File: src/rtl/ivc_pkg.sv
package ivc_pkg;

  localparam int NSRC      = 32;
  localparam int IDX_W     = $clog2(NSRC);
  localparam int COMM_BASE = 1;
  localparam int COMM_N    = 3;
  localparam int SPREAD_GAP = 10;

  localparam logic [NSRC-1:0] RSV_DEFAULT = 32'h8084_1010;
  localparam logic [NSRC-1:0] EVT_DEFAULT = 32'h1C00_800E;
  localparam logic [IDX_W-1:0] ERR_VEC    = IDX_W'(NSRC - 1);

  localparam logic [1:0] A_CTRL = 2'd0;
  localparam logic [1:0] A_PEND = 2'd1;
  localparam logic [1:0] A_MASK = 2'd2;
  localparam logic [1:0] A_VEC  = 2'd3;

  function automatic bit is_comm(int idx);
    return (idx >= COMM_BASE) && (idx < COMM_BASE + COMM_N);
  endfunction

  // Rank of a source in the priority table (0 = highest).
  function automatic int rank_of(int idx, bit spread);
    int p;
    int cnt;
    if (!spread) return idx;
    if (is_comm(idx)) return (idx - COMM_BASE) * (SPREAD_GAP + 1);
    p = (idx < COMM_BASE) ? idx : idx - COMM_N;
    cnt = 0;
    for (int k = 0; k < COMM_N; k++) begin
      if (k * SPREAD_GAP <= p) cnt++;
    end
    return p + cnt;
  endfunction

endpackage

File: src/rtl/ivc_pend_bank.sv
module ivc_pend_bank #(
  parameter int NSRC = 32,
  parameter logic [NSRC-1:0] RSV_MAP = '0,
  parameter logic [NSRC-1:0] EVT_MAP = '0
) (
  input  logic            clk,
  input  logic            rst_n,
  input  logic [NSRC-1:0] src_req,
  input  logic [NSRC-1:0] sw_clr,
  input  logic [NSRC-1:0] ack_clr,
  output logic [NSRC-1:0] pend_q
);

  for (genvar s = 0; s < NSRC; s++) begin : g_bit
    if (RSV_MAP[s]) begin : g_rsv
      assign pend_q[s] = 1'b0;
    end else if (EVT_MAP[s]) begin : g_evt
      logic lvl_q;
      always_ff @(posedge clk) begin
        if (!rst_n) lvl_q <= 1'b0;
        else        lvl_q <= src_req[s];
      end
      assign pend_q[s] = lvl_q;
    end else begin : g_lat
      logic lat_q;
      always_ff @(posedge clk) begin
        if (!rst_n)                       lat_q <= 1'b0;
        else if (src_req[s])              lat_q <= 1'b1;
        else if (sw_clr[s] || ack_clr[s]) lat_q <= 1'b0;
      end
      assign pend_q[s] = lat_q;
    end
  end

endmodule

File: src/rtl/ivc_rank_map.sv
module ivc_rank_map #(
  parameter int NSRC = 32,
  parameter bit SPREAD = 1'b0
) (
  input  logic [NSRC-1:0] by_src,
  output logic [NSRC-1:0] by_rank
);

  for (genvar s = 0; s < NSRC; s++) begin : g_map
    assign by_rank[ivc_pkg::rank_of(s, SPREAD)] = by_src[s];
  end

endmodule

File: src/rtl/ivc_prio_enc.sv
module ivc_prio_enc #(
  parameter int N = 32,
  parameter int W = $clog2(N)
) (
  input  logic [N-1:0] req,
  output logic         hit,
  output logic [W-1:0] idx
);

  always_comb begin
    hit = 1'b0;
    idx = '0;
    for (int i = N - 1; i >= 0; i--) begin
      if (req[i]) begin
        hit = 1'b1;
        idx = W'(i);
      end
    end
  end

endmodule

File: src/rtl/irq_vector_ctrl.sv
module irq_vector_ctrl
  import ivc_pkg::*;
#(
  parameter logic [NSRC-1:0] RSV_MAP = RSV_DEFAULT,
  parameter logic [NSRC-1:0] EVT_MAP = EVT_DEFAULT
) (
  input  logic            clk,
  input  logic            rst_n,
  input  logic [NSRC-1:0] src_req,
  input  logic            bus_we,
  input  logic [1:0]      bus_addr,
  input  logic [NSRC-1:0] bus_wdata,
  output logic [NSRC-1:0] bus_rdata,
  output logic            irq_o
);

  localparam logic [NSRC-1:0] LATCH_MAP = ~(RSV_MAP | EVT_MAP);

  logic             ctrl_en, ctrl_spread, spread_q;
  logic [NSRC-1:0]  mask_q, pend_q, masked;
  logic [NSRC-1:0]  sw_clr, ack_clr;
  logic [NSRC-1:0]  rank_grp, rank_spr, rank_sel;
  logic [IDX_W-1:0] vec_q, win_rank, win_idx;
  logic             win_hit, any_pend, ack_fire;

  // Named internal events
  assign ack_fire = bus_we && (bus_addr == A_VEC) && bus_wdata[0];
  assign sw_clr   = (bus_we && bus_addr == A_PEND) ? (bus_wdata & LATCH_MAP) : '0;
  assign masked   = pend_q & mask_q;
  assign any_pend = |masked;

  always_ff @(posedge clk) begin
    if (!rst_n) begin
      ctrl_en     <= 1'b0;
      ctrl_spread <= 1'b0;
      mask_q      <= '0;
    end else if (bus_we) begin
      if (bus_addr == A_CTRL) begin
        ctrl_en     <= bus_wdata[0];
        ctrl_spread <= bus_wdata[1];
      end
      if (bus_addr == A_MASK) mask_q <= bus_wdata & ~RSV_MAP;
    end
  end

  // Order is taken up only while nothing is outstanding
  always_ff @(posedge clk) begin
    if (!rst_n)         spread_q <= 1'b0;
    else if (!any_pend) spread_q <= ctrl_spread;
  end

  ivc_pend_bank #(.NSRC(NSRC), .RSV_MAP(RSV_MAP), .EVT_MAP(EVT_MAP)) u_bank (
    .clk     (clk),
    .rst_n   (rst_n),
    .src_req (src_req),
    .sw_clr  (sw_clr),
    .ack_clr (ack_clr),
    .pend_q  (pend_q)
  );

  ivc_rank_map #(.NSRC(NSRC), .SPREAD(1'b0)) u_map_grp (
    .by_src  (masked),
    .by_rank (rank_grp)
  );

  ivc_rank_map #(.NSRC(NSRC), .SPREAD(1'b1)) u_map_spr (
    .by_src  (masked),
    .by_rank (rank_spr)
  );

  assign rank_sel = spread_q ? rank_spr : rank_grp;

  ivc_prio_enc #(.N(NSRC), .W(IDX_W)) u_enc (
    .req (rank_sel),
    .hit (win_hit),
    .idx (win_rank)
  );

  always_comb begin
    win_idx = '0;
    for (int s = 0; s < NSRC; s++) begin
      if (rank_of(s, spread_q) == int'(win_rank)) win_idx = IDX_W'(s);
    end
  end

  always_comb begin
    ack_clr = '0;
    if (ack_fire && win_hit) ack_clr[win_idx] = 1'b1;
  end

  always_ff @(posedge clk) begin
    if (!rst_n)        vec_q <= '0;
    else if (ack_fire) vec_q <= win_hit ? win_idx : ERR_VEC;
  end

  always_comb begin
    unique case (bus_addr)
      A_CTRL:  bus_rdata = {{(NSRC-2){1'b0}}, ctrl_spread, ctrl_en};
      A_PEND:  bus_rdata = pend_q;
      A_MASK:  bus_rdata = mask_q;
      default: bus_rdata = {{(NSRC-IDX_W){1'b0}}, vec_q};
    endcase
  end

  assign irq_o = ctrl_en & any_pend;

endmodule

File: config.mk
export PLATFORM = sky130hd
export DESIGN_NAME = irq_vector_ctrl
export DESIGN_NICKNAME = d
export VERILOG_FILES = /design/src/rtl/ivc_pkg.sv /design/src/rtl/ivc_pend_bank.sv /design/src/rtl/ivc_rank_map.sv /design/src/rtl/ivc_prio_enc.sv /design/src/rtl/irq_vector_ctrl.sv
export SDC_FILE = /design/constraint.sdc
export NUM_CORES = 1
export LEC_CHECK = 0
export ABC_CLOCK_PERIOD_IN_PS = 3300
export CAP_MARGIN = 20
export CORE_ASPECT_RATIO = 0.9
export CORE_UTILIZATION = 45
export DETAILED_ROUTE_END_ITERATION = 10
export GPL_ROUTABILITY_DRIVEN = 1
export HOLD_SLACK_MARGIN = 0.12
export PLACE_DENSITY = 0.77
export SLEW_MARGIN = 10
export SYNTH_ARGS = -nofsm -noshare
export SYNTH_HDL_FRONTEND = slang
export SYNTH_SLANG_ARGS = --single-unit
File: constraint.sdc
create_clock -name clk -period 3.3 [get_ports clk]
set_input_delay 0.495 -clock clk [delete_from_list [all_inputs] [get_ports clk]]
set_output_delay 0.495 -clock clk [all_outputs]
set_load 0.1 [all_outputs]
# Word-level counts from Yosys, hierarchy flattened
# Index checks and enable logic that the tools add are counted.
# W data, S select, Z words.
[totals]
regBits = 62
inputBits = 69
output_inout_bits = 33
word_cells = 329
[op_classes]
addsub = 30
order_cmp = 2
n_eq_ne = 34
n_mux = 180
bitwise_logic = 2
n_reduce_logical = 49
[op_table]
columns = ["cell", "count"]
rows = [
  ["$mux W32", 35],
  ["$eq A32 B6 Y1", 31],
  ["$add A6 B32 Y32 const A", 13],
  ["$mux W5", 64],
  ["$add A5 B32 Y32 const A", 8],
  ["$add A4 B32 Y32 const A", 4],
  ["$pmux W31 S3", 1],
  ["$mux W1", 75],
  ["$add A3 B32 Y32 const A", 2],
  ["$add A32 B2 Y32 const B", 2],
  ["$mux W31", 2],
  ["$reduce_bool A2 Y1", 20],
  ["$add A2 B32 Y32 const A", 1],
  ["$reduce_or A32 Y1", 1],
  ["$and A31 B31 Y31", 1],
  ["$mux W23", 1],
  ["$logic_or A1 B1 Y1", 20],
  ["$lt A5 B6 Y1 const B", 1],
  ["$demux W1 S5", 1],
  ["$ge A5 B1 Y1 const B", 1],
  ["$logic_and A1 B1 Y1", 5],
  ["$eq A2 B2 Y1 const B", 2],
  ["$reduce_and A2 Y1", 2],
  ["$eq A2 B1 Y1 const B", 1],
  ["other kinds (3)", 3],
]

# Longest topological paths before layout
[depth]
ltp_word = 72
mapped_depth = 13
mapped_depth_nobuf = 10

# Hierarchy
# A second synthesis with hierarchy kept.
[unflattened]
hier_cells = 631
area_unflattened_um2 = 5003.5
[modules_own_cells]
columns = ["mod", "n_inst", "cells_each", "area_each_um2", "seq_area_each_um2"]
rows = [
  ["irq_vector_ctrl", 1, 392, 2987.9, 700.7],
  ["ivc_pend_bank", 1, 110, 1164.9, 540.5],
  ["ivc_rank_map", 2, 32, 240.2, 0.0],
  ["ivc_prio_enc", 1, 65, 370.4, 0.0],
]

# Least setup slack after synthesis
# Ideal clock, no wire load.
[synth_path]
path_type = "input -> output"
from = "input port bus_addr[0]"
to = "output port bus_rdata[11]"
t_arrival_ns = 2.266
t_required_ns = 2.805
setup_slack_ns = 0.539
path_stages = 5
path_buffers = 3
path_cell_list = "clkbuf_1 > nor2b_1 > clkbuf_1 > clkbuf_1 > a22o_1"
[synth_between]
elab_chain_cells = 2
word_cells_on_any_way = 4
cone_classes = "eq/ne: 2; mux: 1; reduce/logical: 1"
[synth_rtl]
columns = ["item", "line", "rtl"]
rows = [
  ["start, declared", "irq_vector_ctrl.sv:11", "input logic [1:0] bus_addr,"],
  ["$eq A2 B2 Y1, or another cell as far along", "irq_vector_ctrl.sv:97", "unique case (bus_addr)"],
  ["$pmux W31 S3 (*)", "irq_vector_ctrl.sv:97", ""],
  ["end, declared", "irq_vector_ctrl.sv:13", "output logic [NSRC-1:0] bus_rdata,"],
]
# Mark *: on every way between the ends. The rest lies on a longest branch, timed or not.

# Worst setup path after layout
[layout_path]
from = "register u_bank.g_bit[27].g_evt.lvl_q"
to = "register u_bank.g_bit[11].g_lat.lat_q"
[layout_between]
elab_chain_cells = 68
word_cells_on_any_way = 128
cone_classes = "order compare: 2; eq/ne: 31; mux: 90; bitwise: 1; reduce/logical: 4"
[layout_rtl]
columns = ["item", "line", "rtl"]
rows = [
  ["start, declared", "ivc_pend_bank.sv:18", "logic lvl_q;"],
  ["start signal, assigned", "ivc_pend_bank.sv:21", "else lvl_q <= src_req[s];"],
  ["$and A31 B31 Y31 (*)", "irq_vector_ctrl.sv:29", "assign masked = pend_q & mask_q;"],
  ["$mux W5 (28 in a row)", "ivc_prio_enc.sv:14", "if (req[i]) begin"],
  ["$eq A32 B6 Y1", "irq_vector_ctrl.sv:82", "if (rank_of(s, spread_q) == int'(win_rank)) win_idx = IDX_W'(s);"],
  ["$mux W1", "irq_vector_ctrl.sv:82", ""],
  ["$mux W2", "irq_vector_ctrl.sv:82", ""],
  ["$mux W5 (29 in a row)", "irq_vector_ctrl.sv:82", ""],
  ["$lt A5 B6 Y1 (implied by the code) or $ge A5 B1 Y1 (tied branches)", "irq_vector_ctrl.sv:88", "if (ack_fire && win_hit) ack_clr[win_idx] = 1'b1;"],
  ["$logic_and A1 B1 Y1 (implied by the code)", "irq_vector_ctrl.sv:88", ""],
  ["$mux W1 (implied by the code)", "irq_vector_ctrl.sv:88", ""],
  ["$demux W1 S5", "irq_vector_ctrl.sv:88", ""],
  ["$mux W31 (*)", "irq_vector_ctrl.sv:88", ""],
  ["$logic_or A1 B1 Y1 (*)", "ivc_pend_bank.sv:29", "else if (sw_clr[s] || ack_clr[s]) lat_q <= 1'b0;"],
  ["$reduce_bool A2 Y1 (no source line) (*)", "-", ""],
  ["end signal, assigned", "ivc_pend_bank.sv:27", "if (!rst_n) lat_q <= 1'b0;"],
  ["end signal, assigned", "ivc_pend_bank.sv:28", "else if (src_req[s]) lat_q <= 1'b1;"],
  ["end signal, assigned", "ivc_pend_bank.sv:29", ""],
  ["end, declared", "ivc_pend_bank.sv:25", "logic lat_q;"],
]
# Marks and branches as above.
# A chain may end at the register's enable or synchronous reset.

==> flow_metrics.py <==
metrics = {
    "placed_design": {
        "io_buffers": 87,
        "place_area_sq_um": 5490,
        "gp_congestion": 0.909,
        "pre_cts_ws_ns": 0.125,
        "dpl.hpwl_mm": 10.4,
    },
    "clock_network": {
        "cts_buffers": 9,
        "h-tree-depth": 3,
        "clk_pin_slew_worst_paths_ns": 0.08,
        "root_buffer": "clkbuf_8",
        "ctsHoldBuffers": 0,
        "clock_latency_ns": 0.35,
        "cts_tree": "yes",
        "cts.sink_count": 62,
        "clockBufferDepth": 2,
    },
    "timing": {
        "setup_viol_count_final": 0,
        "setup_ws_ns": 0.109,
        "hold_viol_final": 0,
        "finalMaxSlewViolations": 0,
        "finClkSkew_ns": 0.0114,
        "max-slew-margin-rel_pct": 62.1,
        "worst_pin_slew_ns": 0.563,
        "final.min_clock_period_ns": 3.19,
        "clock.fmax_mhz": 313,
        "fin_crit_sh_pct": 96.7,
    },
    "worst_setup_path": {
        "crit_type": "reg -> reg",
        "cp-start-kind": "flip-flop",
        "slowest_delay_ns": 0.42,
        "crit_family": "compound AO/OA/AOI/OAI gates",
        "crit_slowest_cell": "a221o_1",
        "endpoint_kind": "flip-flop",
        "r2r_end": "u_bank.g_bit[11].g_lat.lat_q",
        "critical_path_buf_inv_count": 3,
        "r2r_start": "u_bank.g_bit[27].g_evt.lvl_q",
        "cp.required_ns": 3.52,
        "r2r_cells": 13,
        "critPathMaxFanout": 7,
        "cp_cell_sequence": "a22o_1 -> a41oi_1 -> o221ai_1 -> a221o_1 -> o21ba_2 -> buf_4 -> nand3b_1 -> a31oi_1 -> a211oi_2 -> buf_4 -> a21oi_1 -> buf_4 -> a31oi_1",
        "reg2reg_slack_ns": 0.11,
        "critPathMostFrequentCell": "buf_4",
        "arrival_ns": 3.41,
    },
    "power": {
        "power_leakage_nw": 2.22,
        "ir_drop_mv": 0.266,
        "internal_power_w": 0.00163,
        "p_comb_share_pct": 31.8,
        "pwr_density_cell_nw_per_um2": 424,
        "switchingPower_w": 0.000820,
        "swShare_pct": 33.5,
        "seqPwrFrac_pct": 34.2,
        "p_clk_share_pct": 34.0,
    },
    "route": {
        "first_pass_iters": 5,
        "postRouteAntennaNets": 0,
        "finalWirelength_mm": 14.3,
        "drc": 0,
        "highest-signal-layer": "met4",
        "routed_via_density": 6.20,
        "route.met2.wl_mm": 6.55,
        "met3_length_mm": 1.07,
        "vias": 4635,
        "wl_met1_mm": 6.27,
        "wl_per_cell_um": 19.1,
        "drt_iter0_drc": 410,
    },
    "logic_synthesis": {
        "muxShareOfSynthArea_pct": 3.35,
        "ys_types": 70,
        "syn_area_per_cell_sq_um": 7.85,
        "async_flop_share_pct": 0,
        "ys_seq_area_share_pct": 29.9,
        "ys_ff_latch": 62,
        "syn_inst": 528,
        "syn-cell-area_sq_um": 4150,
        "yosysWarnings": 0,
        "synth_fa_ha_area_share_pct": 0,
        "yosys.area_share.xor_xnor_pct": 0.423,
        "synth-edff-count": 0,
        "synth_compound_area_share_pct": 39.2,
        "synthSimpleGateAreaFrac_pct": 21.8,
        "synth-main-ff-cell": "dfxtp_1",
        "synth_top_family_by_area": "compound AO/OA/AOI/OAI gates",
    },
    "floorplan": {
        "die_w_um": 103,
        "rows": 32,
        "dieArea_sq_um": 9600,
        "ios": 102,
        "initial_core_util_pct": 47.3,
        "core_area_sq_um": 8770,
        "die_y_um": 93.1,
    },
    "outcome": {
        "outcome": "complete, no violations",
    },
    "min_path": {
        "min_from": "mask_q[15]",
        "hold_depth": 2,
        "hold_class": "reg -> reg",
        "whs_endpoint": "mask_q[15]",
    },
    "finish": {
        "stdcell_area_sq_um": 5760,
        "diodes": 0,
        "area_growth_pct": 39.0,
        "drive_gt1_share_pct": 16.4,
        "fin_util_pct": 65.7,
        "fin_nets": 693,
    },
    "flow_run": {
        "maxCapViolCount": 0,
    },
    "grt": {
        "grt_max_degree": 63,
        "grt_overflow": 0,
        "grt_pass1_vias": 4536,
        "grt_pass1_wl_mm": 22.9,
        "grt_antenna_before_repair": 0,
        "grt_util_all_layers_pct": 31.3,
    },
}
-- tightest hold or removal path, delay by kind of cell, from the launching register on --
family	cells	cell delay, ns
AO/OA/AOI/OAI	1	0.06
flip-flops	1	0.34
AND/OR/NAND/NOR	1	0.06
-- sequential cells by signal, summed over array words and instances (netlist names) --
signal / count
ctrl_spread: 1
u_bank.g_bit.g_evt.lvl_q: 7
ctrl_en: 1
mask_q: 27
vec_q: 5
spread_q: 1
u_bank.g_bit.g_lat.lat_q: 20
-- logic make-up (layout without fill, tap and decap cells) --
logic type / Yosys count / after routing
AOI/OAI and AO/OA: 221 / 221
and+or+nand+nor: 182 / 182
DFF: 62 / 62
buffers and inverters: 49 / 147
muxes: 11 / 11
xor gates and xnor gates: 2 / 2
other: 1 / 4
-- power by group through the flow --
stage               Sequential [W]  Combinational (W)  Clock [W]
floorplan                 0.000833           0.000452          0
global placement          0.000847           0.000749          0
detailed placement        0.000849           0.000757          0
CTS                       0.000832           0.000762   0.000837
global route              0.000840           0.000823   0.000871
finish                    0.000835           0.000778   0.000832
-- routing by layer --
metal	GRT usage, %	vias to the layer above
met1	41.7	2194
met2	50.3	248
li1	-	2163
met3	5.31	30
met4	11.7	0
met5	0	-
-- layout by cell type (no fill, tap or decap), drive strengths merged, types with 4 or more instances in the layout --
cell type	n
a31oi	20
dfxtp	62
o211ai	6
and3	8
buf	58
a22o	30
o21ai	34
inv	16
clkdlybuf4s50	58
a21oi	28
nor3	9
nand4	7
and2	16
a22oi	11
a21boi	49
clkbuf	9
nor2b	6
mux2i	6
nand3	13
conb	4
nand2b	4
o211a	4
nand2	89
nor2	12
-- worst max path at each step --
stage	startpoint	end	depth (start not counted)
floorplan	bus_addr[0]	bus_rdata[11]	5
global placement	u_bank.g_bit[29].g_lat.lat_q	u_bank.g_bit[10].g_lat.lat_q	12
detailed placement	u_bank.g_bit[29].g_lat.lat_q	u_bank.g_bit[6].g_lat.lat_q	12
CTS	u_bank.g_bit[29].g_lat.lat_q	u_bank.g_bit[11].g_lat.lat_q	12
global route	u_bank.g_bit[27].g_evt.lvl_q	u_bank.g_bit[17].g_lat.lat_q	12
finish	u_bank.g_bit[27].g_evt.lvl_q	u_bank.g_bit[11].g_lat.lat_q	13
-- cells in the mapped netlist, types with 3 or more instances --
cell	count	area (sq um)
buf_2	3	15.0
mux2_2	3	33.8
a222oi_1	3	30.0
nor3_1	7	35.0
a31oi_1	17	106
nand3_1	13	65.1
mux2i_1	6	60.1
a211o_1	3	26.3
a21oi_1	28	140
clkbuf_1	25	93.8
and3_1	8	50.1
a31oi_2	3	37.5
buf_4	4	30.0
dfxtp_1	62	1240
o211a_1	4	40.0
a21boi_0	48	360
nand3b_1	3	22.5
o21ai_0	29	145
a21o_1	3	22.5
nand4_1	7	43.8
a22o_1	30	263
inv_1	14	52.6
o21ai_1	4	20.0
a221oi_1	3	26.3
and4_1	3	26.3
nor2_1	12	45.0
nand2_1	89	334
nand2b_1	4	25.0
a22oi_1	9	67.6
nor2b_1	6	37.5
and2_1	16	100
o211ai_1	6	45.0
-- metrics by stage --
stage	total power (W)	instances	hold WS [ns]	setup TNS (ns)
2_1_floorplan	0.00129	531	0.469	0
3_3_place_gp	0.00160	730	0.485	0
3_5_place_dp	0.00161	730	0.492	0
4_1_cts	0.00243	746	0.506	0
5_1_grt	0.00253	748	0.547	-0.00709
6_report	0.00245	748	0.501	0
-- layout make-up --
| cell class | count | area (sq um) |
|---|---|---|
| flip-flops and latches | 62 | 1240 |
| multi-input cells | 420 | 2720 |
| fillers | 734 | 3010 |
| clock inverters | 7 | 121 |
| well taps | 119 | 149 |
| repair buffers | 116 | 1350 |
| clock buffers | 9 | 124 |
| inverters | 15 | 56.3 |
-- timing repair --
action / in CTS / in global routing
gates resized for setup: 0 / 4
buffers inserted: 0 / 2
endpoints found under the setup margin: 0 / 20
Power figures use the tool's default switching activity.
